File: config.mk
export PLATFORM = sky130hd
export DESIGN_NAME = dual_dac_latch
export DESIGN_NICKNAME = d
export VERILOG_FILES = /design/src/rtl/dac_latch_pkg.sv /design/src/rtl/dac_sync.sv /design/src/rtl/dac_chan.sv /design/src/rtl/dual_dac_latch.sv
export SDC_FILE = /design/constraint.sdc
export NUM_CORES = 1
export LEC_CHECK = 0
export BUFFER_PORTS_ARGS = -buffer_cell sky130_fd_sc_hd__buf_2
export CAP_MARGIN = 20
export CORE_MARGIN = 4
export CORE_UTILIZATION = 47
export CTS_BUF_LIST = sky130_fd_sc_hd__clkbuf_8 sky130_fd_sc_hd__clkbuf_16
export DETAILED_ROUTE_END_ITERATION = 10
export PLACE_DENSITY = 0.75
export SLEW_MARGIN = 5
export SYNTH_ARGS = -nofsm -noshare
export SYNTH_HDL_FRONTEND = slang
export SYNTH_HIERARCHICAL = 1
export SYNTH_SLANG_ARGS = --single-unit
File: constraint.sdc
create_clock -name clk -period 1.02 [get_ports clk]
set_input_delay 0.102 -clock clk [delete_from_list [all_inputs] [get_ports clk]]
set_output_delay 0.102 -clock clk [all_outputs]
set_load 0.02 [all_outputs]
File: src/rtl/dac_latch_pkg.sv
package dac_latch_pkg;

    localparam int NUM_CHAN = 2;

    // Synchronized control pins, still active low
    typedef struct packed {
        logic       wr_n;
        logic [NUM_CHAN-1:0] sel_n;
    } ctrl_t;

    localparam ctrl_t CTRL_IDLE = '{wr_n: 1'b1, sel_n: '1};

    function automatic logic chan_load(ctrl_t c, int ch);
        return !c.wr_n && !c.sel_n[ch];
    endfunction

endpackage

File: src/rtl/dac_sync.sv
module dac_sync #(
    parameter int W      = 1,
    parameter int STAGES = 2,
    parameter logic [W-1:0] RST_VAL = '0
) (
    input  logic         clk,
    input  logic         rst,
    input  logic [W-1:0] d,
    output logic [W-1:0] q
);

    typedef struct packed {
        logic [STAGES-1:0][W-1:0] chain;
    } sync_state_t;

    sync_state_t st_d, st_q;

    always_comb begin
        st_d = st_q;
        st_d.chain[0] = d;
        for (int i = 1; i < STAGES; i++) begin
            st_d.chain[i] = st_q.chain[i-1];
        end
        if (rst) begin
            for (int i = 0; i < STAGES; i++) begin
                st_d.chain[i] = RST_VAL;
            end
        end
    end

    always_ff @(posedge clk) begin
        st_q <= st_d;
    end

    assign q = st_q.chain[STAGES-1];

endmodule

File: src/rtl/dac_chan.sv
module dac_chan #(
    parameter int DATA_W = 12
) (
    input  logic              clk,
    input  logic              rst,
    input  logic              load,
    input  logic [DATA_W-1:0] word,
    output logic [DATA_W-1:0] value,
    output logic              wrote
);

    typedef struct packed {
        logic [DATA_W-1:0] value;
        logic              wrote;
    } chan_state_t;

    chan_state_t st_d, st_q;

    always_comb begin
        st_d       = st_q;
        st_d.wrote = load;
        if (load) begin
            st_d.value = word;
        end
        if (rst) begin
            st_d = '0;
        end
    end

    always_ff @(posedge clk) begin
        st_q <= st_d;
    end

    assign value = st_q.value;
    assign wrote = st_q.wrote;

endmodule

File: src/rtl/dual_dac_latch.sv
module dual_dac_latch
    import dac_latch_pkg::*;
#(
    parameter int DATA_W      = 12,
    parameter int SYNC_STAGES = 2
) (
    input  logic              clk,
    input  logic              rst,
    input  logic              wr_n,
    input  logic              sel_a_n,
    input  logic              sel_b_n,
    input  logic [DATA_W-1:0] din,
    output logic [DATA_W-1:0] chan_a,
    output logic [DATA_W-1:0] chan_b,
    output logic [1:0]        wr_flags
);

    localparam int CTRL_W = $bits(ctrl_t);

    ctrl_t             ctrl_raw, ctrl_s;
    logic [DATA_W-1:0] din_s;
    logic [NUM_CHAN-1:0][DATA_W-1:0] chan_val;
    logic [NUM_CHAN-1:0]             chan_wrote;

    always_comb begin
        ctrl_raw.wr_n     = wr_n;
        ctrl_raw.sel_n[0] = sel_a_n;
        ctrl_raw.sel_n[1] = sel_b_n;
    end

    dac_sync #(
        .W(CTRL_W), .STAGES(SYNC_STAGES), .RST_VAL(CTRL_IDLE)
    ) u_sync_ctrl (
        .clk(clk), .rst(rst), .d(ctrl_raw), .q(ctrl_s)
    );

    dac_sync #(
        .W(DATA_W), .STAGES(SYNC_STAGES), .RST_VAL('0)
    ) u_sync_data (
        .clk(clk), .rst(rst), .d(din), .q(din_s)
    );

    for (genvar ch = 0; ch < NUM_CHAN; ch++) begin : g_chan
        dac_chan #(.DATA_W(DATA_W)) u_chan (
            .clk  (clk),
            .rst  (rst),
            .load (chan_load(ctrl_s, ch)),
            .word (din_s),
            .value(chan_val[ch]),
            .wrote(chan_wrote[ch])
        );
    end

    assign chan_a   = chan_val[0];
    assign chan_b   = chan_val[1];
    assign wr_flags = chan_wrote;

endmodule

==> reports/results.ini <==
[status]
status = finished, violations left
violations = setup timing

[global_routing]
grt_pass1_wl_mm = 4.912
use_met2_pct = 21.53
antenna_found_initial = 0
grt.busiest_layer = met2
grt_pass1_vias = 1125
grt_overflow_total = 0
grt_max_degree = 33
track_usage_pct = 12.12
gr-usage-met1_pct = 13.27
grt_util_met3_pct = 2.525

[cells_and_area]
area_delta_synth_final_pct = 18.37
diodes = 0
layoutNonFillerInstCount = 249
mostFrequentLayoutCells = dfxtp_1, buf_2, nor2_1
final_area_sq_um = 2257
nNetsFinal = 217
layout_commonest_cell = dfxtp_1
drive_above_1_share_pct = 37.81
fillerInstances = 316

[clocking]
clock-sinks = 56
cts_root_buffer = clkbuf_8
numCtsBuffers = 5
path_clk_slew_ns = 0.09
clk_latency_ns = 0.30
cts_tree = yes
cts_max_level = 2
cts.path.max_buffers = 2
postCtsSetupBuffers = 0

[worst_setup_path]
path_class = reg -> reg
r2r-start = u_sync_ctrl/q[0]
worst_ep_required_time_ns = 1.23
crit_fanout = 7
r2r-end = g_chan[0].u_chan/value[9]
arrival_ns = 1.26
start_kind = register
cp-end-kind = register
r2r_cells = 4
rrSetupSlack_ns = -0.03

[synthesis]
syn_avg_cell_area_sq_um = 11.84
synth_top_area_cell = dfxtp_1
netlist_top_cells_area = dfxtp_1, mux2i_1, nor2b_2
synth_seq_cells = 56
synth_warnings = 6
synth_top_area_share_pct = 58.79
syn-cell-area_sq_um = 1907
synthCells = 161
ys_seq_area_share_pct = 58.79
synthesis.nets = 178
ys_types = 11

[drt]
wirelength_mm = 3.006
antenna_left = 0
drt_first_pass_iters = 4
vias_per_cell = 4.365
wl_per_cell_microns = 12.07
drc = 0
num_vias = 1087
drtIter0Drc = 72

[sta]
finalHoldViolations = 0
layout_setup_ws_ns = -0.03074
worst_pin_slew_ns = 0.2772
fin_skew_ns = 0.008529
drv_slew = 0
setup-tns-final_ns = -0.1439
fin_crit_sh_pct = 103.0
rsz0062_at_grt = true
fin_crit_ns = 1.051
final-setup-viol-count = 8
max_freq_ghz = 0.9517
relSlewSlack_pct = 81.52

[place]
dp.cells = 233
io_buffer_count = 42
post-dp-hpwl_mm = 2.037
gp_congestion = 0.6430
placed_area_sq_um = 2049

[floorplan]
io_pins = 43
rows = 22
die_y_microns = 71.70
die_w_microns = 71.70
dieArea_sq_um = 5140
initial_utilization_pct = 50.20
core-area_sq_um = 3799

[min_path]
hold_end = u_sync_data/st_q[2]
worstHoldPathCells = 2
hold_class = in -> reg
hp-start = din[2]

[power]
power_mw = 3.578
leakage_nw = 0.9527
powerDensity_nw_per_um2 = 1585
ir_worst_vdd_uv = 758.8

[run]
maxCapViolations = 0

critical path, cell delays in order, from the launching register on:
cell     delay, ns
dfxtp_1       0.34
nor2_4        0.18
buf_12        0.16
mux2i_2       0.22
nor2_1        0.05
metal layers:
layer / wire [microns] / up-vias / share of wire (%)
met5: 0 / - / 0
met3: 152 / 7 / 5.1
li1: - / 566 / -
met1: 1345 / 484 / 45
met2: 1428 / 30 / 48
met4: 79 / 0 / 2.6
Yosys cell counts:
cell type	n
dfxtp_1	56
buf_4	15
nor2_1	26
mux2i_1	24
buf_12	2
or2_1	6
nor2b_1	8
buf_2	2
buf_6	4
nor2b_2	14
and2b_1	4
cell families (layout without fill, tap and decap cells):
kind of cell	count (synthesis)	in the layout	share of synthesized area, %
buffers and inverters	23	63	10.89
DFF	56	56	58.79
muxes	24	24	12.60
and+or+nand+nor	58	58	17.72
final cells by class:
cell class                 instances  area (sq um)  area share [%]
tap                               48         60.06           2.661
timing repair buffer              55         380.4           16.85
sequential                        56          1124           49.78
clock inverter                     3         20.02          0.8869
clock buffer                       5         68.82           3.049
multi-input combinational         82         604.3           26.77
flip-flops by register name, summed over array words and instances, names as in the netlist:
name and cells:
u_sync_ctrl/st_q 3, u_sync_data/q 12, u_sync_ctrl/q 3, g_chan.u_chan/value 24, u_sync_data/st_q 12, g_chan.u_chan/wrote 2
how the worst max path moves through the flow:
stage	from	endpoint	slack, ns	depth (start not counted)
6_report	u_sync_ctrl/q[0]	g_chan[0].u_chan/value[9]	-0.03	4
5_1_grt	u_sync_ctrl/q[0]	g_chan[0].u_chan/value[8]	-0.08	4
4_1_cts	u_sync_ctrl/q[2]	g_chan[0].u_chan/value[9]	-0.02	4
3_5_place_dp	u_sync_ctrl/q[2]	g_chan[1].u_chan/value[1]	-0.01	4
3_3_place_gp	u_sync_ctrl/q[2]	g_chan[1].u_chan/value[4]	0.05	4
2_1_floorplan	u_sync_ctrl/q[0]	g_chan[0].u_chan/value[10]	-0.05	6
metrics by stage:
stage	hold slack [ns]	worst slack, ns	util (%)
floorplan	0.1736	-0.04931	-
global route	0.006190	-0.08457	59.42
global placement	0.2803	0.05300	53.95
CTS	0.002588	-0.01944	58.30
detailed placement	0.2887	-0.01064	53.95
finish	0.007268	-0.03074	59.42
what timing repair did:
item	in CTS	in global routing
hold endpoints to repair	7	0
setup endpoints to repair	8	22
gates cloned	0	1
gates resized for setup	2	5
hold buffers	7	0
power breakdown:
group	total [mW]	leakage [nW]	switching, mW	internal [mW]
registers	2.27	0.457	0.0230	2.24
logic	0.167	0.450	0.0681	0.0986
clock network	1.15	0.0455	0.666	0.479
No activity file was read; power rests on OpenSTA's default activity.
